**src/rtl/crk_pkg.sv**
```systemverilog
package crk_pkg;
   typedef enum logic [1:0] {
      LK_IDLE = 2'd0,
      LK_SEEN = 2'd1,
      LK_ONE  = 2'd2,
      LK_LOCK = 2'd3
   } lock_st_t;
endpackage

```
**src/rtl/crk_edge_timer.sv**
```systemverilog
module crk_edge_timer #(
   parameter int PERIOD_W    = 20,
   parameter int SYNC_STAGES = 2
) (
   input  logic                clk,
   input  logic                rst_n,
   input  logic                crank_in,
   input  logic                cam_in,
   output logic                rise,
   output logic                gap,
   output logic                cam_at_edge,
   output logic [PERIOD_W-1:0] ref_period
);
   logic [SYNC_STAGES-1:0] crk_sr;
   logic [SYNC_STAGES-1:0] cam_sr;
   logic                   crk_prev;
   logic [PERIOD_W-1:0]    per_cnt;
   logic                   started;
   logic                   ref_valid;
   logic [PERIOD_W+1:0]    cur_x2;
   logic [PERIOD_W+1:0]    ref_x3;

   generate
      if (SYNC_STAGES == 1) begin : g_one_stage
         always_ff @(posedge clk) begin
            if (!rst_n) begin
               crk_sr <= '0;
               cam_sr <= '0;
            end else begin
               crk_sr <= crank_in;
               cam_sr <= cam_in;
            end
         end
      end else begin : g_chain
         always_ff @(posedge clk) begin
            if (!rst_n) begin
               crk_sr <= '0;
               cam_sr <= '0;
            end else begin
               crk_sr <= {crk_sr[SYNC_STAGES-2:0], crank_in};
               cam_sr <= {cam_sr[SYNC_STAGES-2:0], cam_in};
            end
         end
      end
   endgenerate

   assign rise        = crk_sr[SYNC_STAGES-1] & ~crk_prev;
   assign cam_at_edge = cam_sr[SYNC_STAGES-1];
   assign cur_x2      = {1'b0, per_cnt, 1'b0};
   assign ref_x3      = {2'b00, ref_period} + {1'b0, ref_period, 1'b0};
   assign gap         = rise & ref_valid & (cur_x2 > ref_x3);

   always_ff @(posedge clk) begin
      if (!rst_n) begin
         crk_prev   <= 1'b0;
         per_cnt    <= '0;
         started    <= 1'b0;
         ref_valid  <= 1'b0;
         ref_period <= '0;
      end else begin
         crk_prev <= crk_sr[SYNC_STAGES-1];
         if (rise) begin
            per_cnt <= PERIOD_W'(1);
            started <= 1'b1;
            if (started && !gap) begin
               ref_period <= per_cnt;
               ref_valid  <= 1'b1;
            end
         end else if (per_cnt != '1) begin
            per_cnt <= per_cnt + 1'b1;
         end
      end
   end

   // a gap interval must not replace the reference interval
   a_r2_ref_held_on_gap: assert property (@(posedge clk) disable iff (!rst_n)
      gap |=> $stable(ref_period));
endmodule

```
**src/rtl/crk_sync_fsm.sv**
```systemverilog
module crk_sync_fsm
   import crk_pkg::*;
#(
   parameter int TOOTH_W = 7,
   parameter int LOG_TPT = 2,
   parameter int ANGLE_W = TOOTH_W + LOG_TPT + 1,
   parameter int LIM_W   = TOOTH_W + LOG_TPT
) (
   input  logic               clk,
   input  logic               rst_n,
   input  logic               rise,
   input  logic               gap,
   input  logic               cam,
   input  logic [TOOTH_W-1:0] cfg_teeth,
   input  logic [TOOTH_W-1:0] cfg_missing,
   output logic               locked,
   output logic               lock_nx,
   output logic [ANGLE_W-1:0] pos_nx,
   output logic [LIM_W-1:0]   tick_lim
);
   localparam int TPT = 1 << LOG_TPT;

   lock_st_t           state, st_nx;
   logic [TOOTH_W-1:0] idx, idx_nx, last_idx;
   logic               half, half_nx, prev_cam;
   logic               count_ok, alt;
   logic [ANGLE_W-1:0] tooth_sum;
   logic [LIM_W-1:0]   gap_lim, lim_nx;

   assign last_idx = cfg_teeth - cfg_missing - 1'b1;
   assign count_ok = (idx == last_idx);
   assign alt      = (cam != prev_cam);
   assign locked   = (state == LK_LOCK);

   always_comb begin
      st_nx   = state;
      idx_nx  = idx;
      half_nx = half;
      if (rise) begin
         if (gap) begin
            idx_nx  = '0;
            half_nx = ~cam;
            unique case (state)
               LK_IDLE: st_nx = LK_SEEN;
               LK_SEEN: st_nx = count_ok ? LK_ONE : LK_SEEN;
               LK_ONE,
               LK_LOCK: st_nx = !count_ok ? LK_SEEN : (alt ? LK_LOCK : LK_ONE);
               default: st_nx = LK_IDLE;
            endcase
         end else if (count_ok) begin
            st_nx  = LK_IDLE;
            idx_nx = '0;
         end else begin
            idx_nx = idx + 1'b1;
         end
      end
   end

   assign lock_nx   = (st_nx == LK_LOCK);
   assign tooth_sum = ANGLE_W'(half_nx ? cfg_teeth : '0) + ANGLE_W'(idx_nx);
   assign pos_nx    = tooth_sum << LOG_TPT;
   assign gap_lim   = ((LIM_W'(cfg_missing) + 1'b1) << LOG_TPT) - 1'b1;
   assign lim_nx    = (idx_nx == last_idx) ? gap_lim : LIM_W'(TPT - 1);

   always_ff @(posedge clk) begin
      if (!rst_n) begin
         state    <= LK_IDLE;
         idx      <= '0;
         half     <= 1'b0;
         prev_cam <= 1'b0;
         tick_lim <= LIM_W'(TPT - 1);
      end else if (rise) begin
         state    <= st_nx;
         idx      <= idx_nx;
         half     <= half_nx;
         tick_lim <= lim_nx;
         if (gap) prev_cam <= cam;
      end
   end

   // a gap with the wrong tooth count leaves the tracker unlocked
   a_r3_bad_gap_unlocks: assert property (@(posedge clk) disable iff (!rst_n)
      (rise && gap && state != LK_IDLE && !count_ok) |=> !locked);
   // a surplus tooth sends the tracker back to waiting for a gap
   a_r9_overflow_idle: assert property (@(posedge clk) disable iff (!rst_n)
      (rise && !gap && count_ok) |=> (state == LK_IDLE));
   // lock is only ever gained at a gap edge
   a_r4_lock_at_gap: assert property (@(posedge clk) disable iff (!rst_n)
      $rose(locked) |-> $past(rise && gap));
   // tooth index stays inside one revolution
   a_r6_idx_bound: assert property (@(posedge clk) disable iff (!rst_n)
      idx <= last_idx);
endmodule

```
**src/rtl/crk_tick_interp.sv**
```systemverilog
module crk_tick_interp #(
   parameter int PERIOD_W = 20,
   parameter int LOG_TPT  = 2,
   parameter int LIM_W    = 9
) (
   input  logic                clk,
   input  logic                rst_n,
   input  logic                en,
   input  logic                rise,
   input  logic [PERIOD_W-1:0] ref_period,
   input  logic [LIM_W-1:0]    tick_lim,
   output logic                tick
);
   logic [PERIOD_W-1:0] step, step_eff, sub;
   logic [LIM_W-1:0]    done;
   logic                sub_end;

   assign step     = ref_period >> LOG_TPT;
   assign step_eff = (step == '0) ? PERIOD_W'(1) : step;
   assign sub_end  = (sub == step_eff - 1'b1);
   assign tick     = en & ~rise & sub_end & (done != tick_lim);

   always_ff @(posedge clk) begin
      if (!rst_n) begin
         sub  <= '0;
         done <= '0;
      end else if (rise) begin
         sub  <= '0;
         done <= '0;
      end else if (en) begin
         if (sub_end) begin
            sub <= '0;
            if (tick) done <= done + 1'b1;
         end else begin
            sub <= sub + 1'b1;
         end
      end
   end

   // the tick budget of one interval is never exceeded
   a_r7_budget: assert property (@(posedge clk) disable iff (!rst_n)
      done <= tick_lim);
endmodule

```
**src/rtl/crk_angle_tracker.sv**
```systemverilog
module crk_angle_tracker #(
   parameter int TOOTH_W     = 7,
   parameter int LOG_TPT     = 2,
   parameter int PERIOD_W    = 20,
   parameter int SYNC_STAGES = 2
) (
   input  logic                           clk,
   input  logic                           rst_n,
   input  logic                           crank_tooth,
   input  logic                           cam_level,
   input  logic [TOOTH_W-1:0]             cfg_teeth,
   input  logic [TOOTH_W-1:0]             cfg_missing,
   output logic [TOOTH_W+LOG_TPT:0]       angle_ticks,
   output logic                           tick_stb,
   output logic                           sync_stopped
);
   localparam int ANGLE_W = TOOTH_W + LOG_TPT + 1;
   localparam int LIM_W   = TOOTH_W + LOG_TPT;

   generate
      if (LOG_TPT < 1 || LOG_TPT > 8) begin : g_bad_tpt
         $error("LOG_TPT out of range");
      end
      if (SYNC_STAGES < 1) begin : g_bad_sync
         $error("SYNC_STAGES must be at least 1");
      end
      if (PERIOD_W <= LOG_TPT + 1) begin : g_bad_per
         $error("PERIOD_W too narrow");
      end
      if (TOOTH_W < 2) begin : g_bad_tooth
         $error("TOOTH_W too narrow");
      end
   endgenerate

   logic                rise, gap, cam_e, locked, lock_nx, tick;
   logic [PERIOD_W-1:0] ref_period;
   logic [ANGLE_W-1:0]  pos_nx, cycle_ticks;
   logic [LIM_W-1:0]    tick_lim;

   crk_edge_timer #(.PERIOD_W(PERIOD_W), .SYNC_STAGES(SYNC_STAGES)) u_timer (
      .clk(clk), .rst_n(rst_n), .crank_in(crank_tooth), .cam_in(cam_level),
      .rise(rise), .gap(gap), .cam_at_edge(cam_e), .ref_period(ref_period));

   crk_sync_fsm #(.TOOTH_W(TOOTH_W), .LOG_TPT(LOG_TPT), .ANGLE_W(ANGLE_W),
                  .LIM_W(LIM_W)) u_fsm (
      .clk(clk), .rst_n(rst_n), .rise(rise), .gap(gap), .cam(cam_e),
      .cfg_teeth(cfg_teeth), .cfg_missing(cfg_missing), .locked(locked),
      .lock_nx(lock_nx), .pos_nx(pos_nx), .tick_lim(tick_lim));

   crk_tick_interp #(.PERIOD_W(PERIOD_W), .LOG_TPT(LOG_TPT), .LIM_W(LIM_W)) u_interp (
      .clk(clk), .rst_n(rst_n), .en(locked), .rise(rise),
      .ref_period(ref_period), .tick_lim(tick_lim), .tick(tick));

   assign sync_stopped = ~locked;
   assign cycle_ticks  = ANGLE_W'({cfg_teeth, 1'b0}) << LOG_TPT;

   always_ff @(posedge clk) begin
      if (!rst_n) begin
         angle_ticks <= '0;
         tick_stb    <= 1'b0;
      end else if (rise) begin
         angle_ticks <= lock_nx ? pos_nx : '0;
         tick_stb    <= lock_nx;
      end else if (tick) begin
         angle_ticks <= angle_ticks + 1'b1;
         tick_stb    <= 1'b1;
      end else begin
         tick_stb    <= 1'b0;
      end
   end

   // a locked angle stays below one full cycle
   a_r7_in_cycle: assert property (@(posedge clk) disable iff (!rst_n)
      !sync_stopped |-> (angle_ticks < cycle_ticks));
   // no movement while sync is stopped
   a_r8_quiet_unlocked: assert property (@(posedge clk) disable iff (!rst_n)
      sync_stopped |-> (angle_ticks == '0 && !tick_stb));
   // every locked change of angle carries the strobe
   a_r11_change_strobed: assert property (@(posedge clk) disable iff (!rst_n)
      (!sync_stopped && !$stable(angle_ticks)) |-> tick_stb);
endmodule

```
**config.mk**
```make
export PLATFORM = sky130hd
export DESIGN_NAME = crk_angle_tracker
export DESIGN_NICKNAME = d
export VERILOG_FILES = /design/src/rtl/crk_pkg.sv /design/src/rtl/crk_edge_timer.sv /design/src/rtl/crk_sync_fsm.sv /design/src/rtl/crk_tick_interp.sv /design/src/rtl/crk_angle_tracker.sv
export SDC_FILE = /design/constraint.sdc
export NUM_CORES = 1
export LEC_CHECK = 0
export BUFFER_PORTS_ARGS = -buffer_cell sky130_fd_sc_hd__buf_2
export CORE_UTILIZATION = 45
export DETAILED_ROUTE_END_ITERATION = 8
export GPL_ROUTABILITY_DRIVEN = 0
export PLACE_DENSITY_LB_ADDON = 0.25
export SYNTH_ARGS = -nofsm -noshare
export SYNTH_HDL_FRONTEND = slang
export SYNTH_SLANG_ARGS = --single-unit
```
**constraint.sdc**
```tcl
create_clock -name clk -period 6.8 [get_ports clk]
set_input_delay 0.34 -clock clk [delete_from_list [all_inputs] [get_ports clk]]
set_output_delay 0.34 -clock clk [all_outputs]
set_load 0.005 [all_outputs]
```
* Word-level counts from Yosys, hierarchy flattened *
Index checks and enable logic that the tools add are counted.

word-level totals
  input bits = 18
  output and inout bits = 12
  register bits after elaboration = 107
  word-level logic and storage cells = 85

operators by class
  $add $sub $neg = 12
  reductions and logical operators = 11
  muxes and demuxes = 23
  $lt $le $gt $ge = 1
  eq/ne operators = 10
  bitwise operators = 11

operators by type and width
  operator                 number
  $add A20 B1 Y20 const B  2
  $mux W10                 3
  $mux W7                  4
  $add A20 B21 Y22         1
  $gt A21 B22 Y1           1
  $eq A20 B20 Y1           1
  $logic_not A20 Y1        1
  $mux W20                 1
  $ne A20 B20 Y1 const B   1
  $sub A20 B1 Y20 const B  1
  $mux W18                 1
  $add A7 B1 Y7 const B    2
  $eq A7 B7 Y1             2
  $add A10 B1 Y10 const B  1
  $mux W2                  5
  $add A9 B1 Y9 const B    1
  $mux W9                  1
  $ne A9 B9 Y1             1
  $sub A9 B1 Y9 const B    1
  $add A8 B7 Y8            1
  $mux W1                  7
  $sub A7 B1 Y7 const B    1
  $sub A7 B7 Y7            1
  $and A1 B1 Y1            6
  12 further kinds         21

* Depth between registers and ports, before layout *
  word-level depth = 10
  gate-level depth with buffers = 35
  gate-level depth less buffers = 32

* By module *
A second synthesis with hierarchy kept.

second synthesis, totals
  cells, all modules = 1,013
  area total of the unflattened synthesis = 8,396.8 µm²

modules (own cells, without submodules)
  module             cells each  instances  seq. area each (µm²)  area an instance (µm²)
  crk_edge_timer     391         1          940.9                 3,418.3
  crk_tick_interp    267         1          580.6                 2,217.1
  crk_sync_fsm       277         1          360.3                 2,094.5
  crk_angle_tracker  78          1          220.2                 666.9

* Least setup slack after synthesis *
No wires, ideal clock.

  path kind = register to register
  from = register u_timer.ref_period[8]
  to = register angle_ticks[9]
  path buffers = 3
  stages on the path, launching flop included = 32
  arrival time = 6.257 ns
  slack = 0.427 ns
  library setup time = 0.116 ns
  required time = 6.684 ns
  period minus slack after synthesis = 6.373 ns
  cells stage by stage = dfxtp_1 inv_1 ha_1 o21ai_0 nor2_1 o41ai_1 a21oi_1 nor2_1 o21bai_1 a21o_1 xnor2_1 ha_1 nand4_1 or4_1 nor4_1 a211oi_1 and3_1 clkbuf_1 and2_0 clkbuf_1 buf_2 o21a_1 and2_1 ha_1 a21o_1 a21oi_1 o21ai_0 o41ai_1 nor3_1 mux2i_1 a22oi_1 and4_1

on the way
  word-level cells in the longest chain between the ends = 9
  elaborated cells on any way between the ends = 21
  classes of those cells = add/sub (3); order compare (1); eq/ne (2); mux (10); bitwise (3); reduce/logical (2)

ends and longest elaborated chain
  what                    RTL line                 source
  from (decl)             crk_edge_timer.sv:12     output logic [PERIOD_W-1:0] ref_period
  from (signal assigned)  crk_edge_timer.sv:66     ref_period <= per_cnt;
  $add A20 B21 Y22        crk_edge_timer.sv:50     assign ref_x3 = {2'b00, ref_period} + {1'b0, ref_period, 1'b0};
  $gt A21 B22 Y1          crk_edge_timer.sv:51     assign gap = rise & ref_valid & (cur_x2 > ref_x3);
  $and A1 B1 Y1           crk_edge_timer.sv:51
  $mux W1                 crk_sync_fsm.sv:40       if (gap) begin
  $mux W1                 crk_sync_fsm.sv:39       if (rise) begin
  $mux W7                 crk_sync_fsm.sv:60       assign tooth_sum = ANGLE_W'(half_nx ? cfg_teeth : '0) + ANGLE_W'(idx_nx);
  $add A8 B7 Y8           crk_sync_fsm.sv:60
  $mux W10                crk_angle_tracker.sv:62  angle_ticks <= lock_nx ? pos_nx : '0;
  $mux W10                crk_angle_tracker.sv:61  end else if (rise) begin
  to (signal assigned)    crk_angle_tracker.sv:62
  to (signal assigned)    crk_angle_tracker.sv:65  angle_ticks <= angle_ticks + 1'b1;
  to (decl)               crk_angle_tracker.sv:13  output logic [TOOTH_W+LOG_TPT:0] angle_ticks,

Several ways; a longest one is shown, not always the timed one.
A chain may end at the register's enable or synchronous reset.

* Final worst setup path *
  from = register u_timer.ref_period[7]
  to = register angle_ticks[9]

on the way
  elaborated cells on any way between the ends = 21
  classes of those cells = add/sub (3); order compare (1); eq/ne (2); mux (10); bitwise (3); reduce/logical (2)

RTL lines
  what                 RTL line                 source
  $add A20 B21 Y22     crk_edge_timer.sv:50
  $gt A21 B22 Y1       crk_edge_timer.sv:51
  $and A1 B1 Y1        crk_edge_timer.sv:51
  $mux W7              crk_sync_fsm.sv:40
  $mux W7              crk_sync_fsm.sv:39
  net u_fsm.idx_nx[2]  crk_sync_fsm.sv:24       logic [TOOTH_W-1:0] idx, idx_nx, last_idx;
  $add A8 B7 Y8        crk_sync_fsm.sv:60
  $mux W10             crk_angle_tracker.sv:62
  $mux W10             crk_angle_tracker.sv:61

The timed path passes the listed nets, and every way through them passes these cells.

==> flow_metrics.env <==
export IMPL_area_growth_pct=8.34
export IMPL_max_slew_margin_rel_pct=39.8
export IMPL_seq_area_frac_synth_pct=25.2
export IMPL_fin_cells=1286
export IMPL_hold_depth=2
export IMPL_max_freq_ghz=0.159
export IMPL_p_clk_share_pct=43.5
export IMPL_clock_latency_ns=0.36
export IMPL_syn_cell_area_um2=8330
export IMPL_cts_buffers=9
export IMPL_fp_dieW_um=138
export IMPL_synth_edf_count=0
export IMPL_grt_max_degree=54
export IMPL_grtUsageTotal_pct=21.3
export IMPL_regArea_um2=2110
export IMPL_antenna_found_initial=0
export IMPL_clock_sinks=105
export IMPL_crit_arrival_ns=6.56
export IMPL_yosysTopAreaCell="dfxtp_1"
export IMPL_regToRegStartpoint="u_timer.ref_period[7]"
export IMPL_required_ns=7.06
export IMPL_ant_nets=0
export IMPL_hp_class="in -> reg"
export IMPL_hold_start="cam_level"
export IMPL_dp_hpwl_um=15100
export IMPL_grt_pass1_vias=6788
export IMPL_slew_viol_final=0
export IMPL_vdd_drop_max_mv=0.118
export IMPL_critPathCapture="angle_ticks[9]"
export IMPL_rsz0062_at_grt="no"
export IMPL_placed_area_um2=8640
export IMPL_drtPass1Iterations=5
export IMPL_ioPinCount=30
export IMPL_setup_viol=0
export IMPL_yosys_top_cells_area="dfxtp_1 (25%), ha_1 (11%), xnor2_1 (6.2%)"
export IMPL_endpoint_kind="flop"
export IMPL_yosysUniqueCellTypes=75
export IMPL_finalNetCount=1143
export IMPL_power_frac_comb_pct=9.0
export IMPL_overflow=0
export IMPL_multi_input_area_um2=5880
export IMPL_final_area_um2=9020
export IMPL_slowest_stage="or4_1"
export IMPL_drive_above_1_share_pct=8.70
export IMPL_num_rows=49
export IMPL_start_util_pct=46.2
export IMPL_cts_setup_buffers=0
export IMPL_core_um2=18000
export IMPL_fin_util_pct=50.1
export IMPL_synth_fp_nets=1136
export IMPL_p_sw_w=0.000348
export IMPL_power_density_nw_per_um2=146
export IMPL_synth_seq_cells=105
export IMPL_rrSetupSlack_ns=0.50
export IMPL_drc_errors=0
export IMPL_htree_levels=3
export IMPL_p_leak_nw=3.67
export IMPL_synth_main_ff_cell="dfxtp_1"
export IMPL_fp_dieH_um=138
export IMPL_finalWirelength_um=20500
export IMPL_finalHoldViolCount=0
export IMPL_min_period_over_period_pct=92.6
export IMPL_cts_max_path_buffers=2
export IMPL_switching_share_pct=26.5
export IMPL_drt_iter0_drc=471
export IMPL_rr_worst_depth=29
export IMPL_async_reset_ff_share_pct=0
export IMPL_port_buffers=29
export IMPL_intPower_w=0.000966
export IMPL_reg2reg_to="angle_ticks[9]"
export IMPL_syn_avg_cell_area_um2=7.97
export IMPL_period_needed_ns=6.30
export IMPL_yosysTopAreaCellShare_pct=25.2
export IMPL_cts_tree="built"
export IMPL_pwr_share_seq_pct=47.5
export IMPL_cp_max_fo=11
export IMPL_crit_type="reg -> reg"
export IMPL_clk_pin_slew_ns=0.09
export IMPL_wl_per_cell_um=15.9
export IMPL_slowest_delay_ns=0.59
export IMPL_max_cap_viol_count=0
export IMPL_vias=7494
export IMPL_root_buffer="clkbuf_16"
export IMPL_fin_worst_skew_ns=0.0164
export IMPL_yosys_warnings=0
export IMPL_design_die_area_um2=19100
export IMPL_setup_tns_ns=0
export IMPL_fillers=1789
export IMPL_grt_pass1_wl_um=33900
export IMPL_cp_startpoint="u_timer.ref_period[7]"
export IMPL_status="complete, no violations"
export IMPL_start_kind="flop"
export IMPL_worst_pin_slew_ns=0.903
export IMPL_num_antenna_cells=0
export IMPL_vias_per_cell=5.83
export IMPL_placed_cells=1270
export IMPL_synthCells=1045
-- layout make-up --
class | instances | area share (%)
Tap cell | 229 | 3.17
Sequential cell | 105 | 23.4
Clock buffer | 9 | 2.50
Timing Repair Buffer | 41 | 2.61
Multi-Input combinational cell | 844 | 65.2
Clock inverter | 7 | 1.05
Inverter | 51 | 2.12
-- registers in the layout (all words and copies together), names as in the netlist --
signal and flops:
tick_stb 1, u_timer.started 1, u_interp.sub 20, u_interp.done 9, angle_ticks 10, u_fsm.prev_cam 1, u_fsm.state 2, u_timer.ref_period 20
u_fsm.tick_lim 7, u_timer.cam_sr 2, u_fsm.idx 7, u_timer.ref_valid 1, u_timer.crk_prev 1, u_timer.crk_sr 2, u_fsm.half 1, u_timer.per_cnt 20
-- power by group through the flow --
stage | sequential [W] | combinational (W) | clock, W
after floorplan | 0.000637 | 0.0000873 | 0
after global placement | 0.000639 | 0.000116 | 0
after detailed placement | 0.000639 | 0.000117 | 0
after CTS | 0.000624 | 0.000117 | 0.000583
after global routing | 0.000624 | 0.000131 | 0.000608
final | 0.000624 | 0.000118 | 0.000572
-- cells in the mapped netlist, drive strengths merged, types with 23 or more instances --
master / n
nand4: 23
nand2: 111
nor3: 44
xnor2: 59
nand3: 39
clkbuf: 31
inv: 51
dfxtp: 105
o21ai: 41
and2: 28
nor2: 63
xor2: 45
ha: 70
a21oi: 54
a21boi: 26
-- worst max-delay path: cells and delay by family, from the launching register on --
kind            cells  cell delay [ns]
compound gates     11             2.05
flops               1             0.36
buf+inv             3             0.48
simple gates       10             2.11
fa+ha+maj           3             0.89
mux                 1             0.24
xor+xnor            1             0.07
-- cells in the final DEF (no fill, tap or decap), drive strengths merged, types with 17 or more instances in the layout --
| cell | synthesis | routed |
|---|---|---|
| nand2 | 111 | 111 |
| dfxtp | 105 | 105 |
| ha | 70 | 70 |
| nor2 | 63 | 63 |
| xnor2 | 59 | 59 |
| inv | 51 | 55 |
| a21oi | 54 | 54 |
| xor2 | 45 | 45 |
| nor3 | 44 | 44 |
| o21ai | 41 | 41 |
| buf | 13 | 41 |
| nand3 | 39 | 39 |
| and2 | 28 | 28 |
| a21boi | 26 | 26 |
| nand4 | 23 | 23 |
| and3 | 20 | 20 |
| or3 | 17 | 17 |
-- worst min path at each step --
stage	end	slack, ns
floorplan	u_timer.cam_sr[1]	0.41
global placement	u_timer.cam_sr[1]	0.44
detailed placement	u_timer.cam_sr[1]	0.43
CTS	u_timer.cam_sr[0]	0.17
global route	u_timer.cam_sr[0]	0.17
finish	u_timer.cam_sr[0]	0.18
-- per-stage QoR --
stage / setup slack [ns] / hold WS [ns] / power (W)
final: 0.501 / 0.175 / 0.00131
after global routing: 0.0567 / 0.167 / 0.00136
after CTS: 0.0397 / 0.168 / 0.00132
after detailed placement: 0.109 / 0.435 / 0.000755
after global placement: 0.438 / 0.441 / 0.000755
after floorplan: 0.427 / 0.412 / 0.000724
-- routing by layer --
metal  track usage [%]  routed length, um
met5                 0                  0
met4              6.65                373
met3              3.22                665
met2              35.7               9660
met1              28.1               9780
-- cell families after synthesis --
| family | after synthesis | synth area share, % |
|---|---|---|
| AO/OA/AOI/OAI | 244 | 20.0 |
| flip-flops | 105 | 25.2 |
| adder cells (fa/ha/maj) | 73 | 11.2 |
| XOR/XNOR | 107 | 11.7 |
| AND/OR/NAND/NOR | 404 | 24.9 |
| multiplexers | 16 | 1.95 |
| buffers and inverters | 96 | 4.91 |
-- timing repair --
action | 4_1_cts | 5_1_grt
endpoints found under the setup margin | 0 | 4
hold buffers | 0 | 0
resized for setup | 0 | 18
Note: power is estimated with default switching activity, not from simulation.
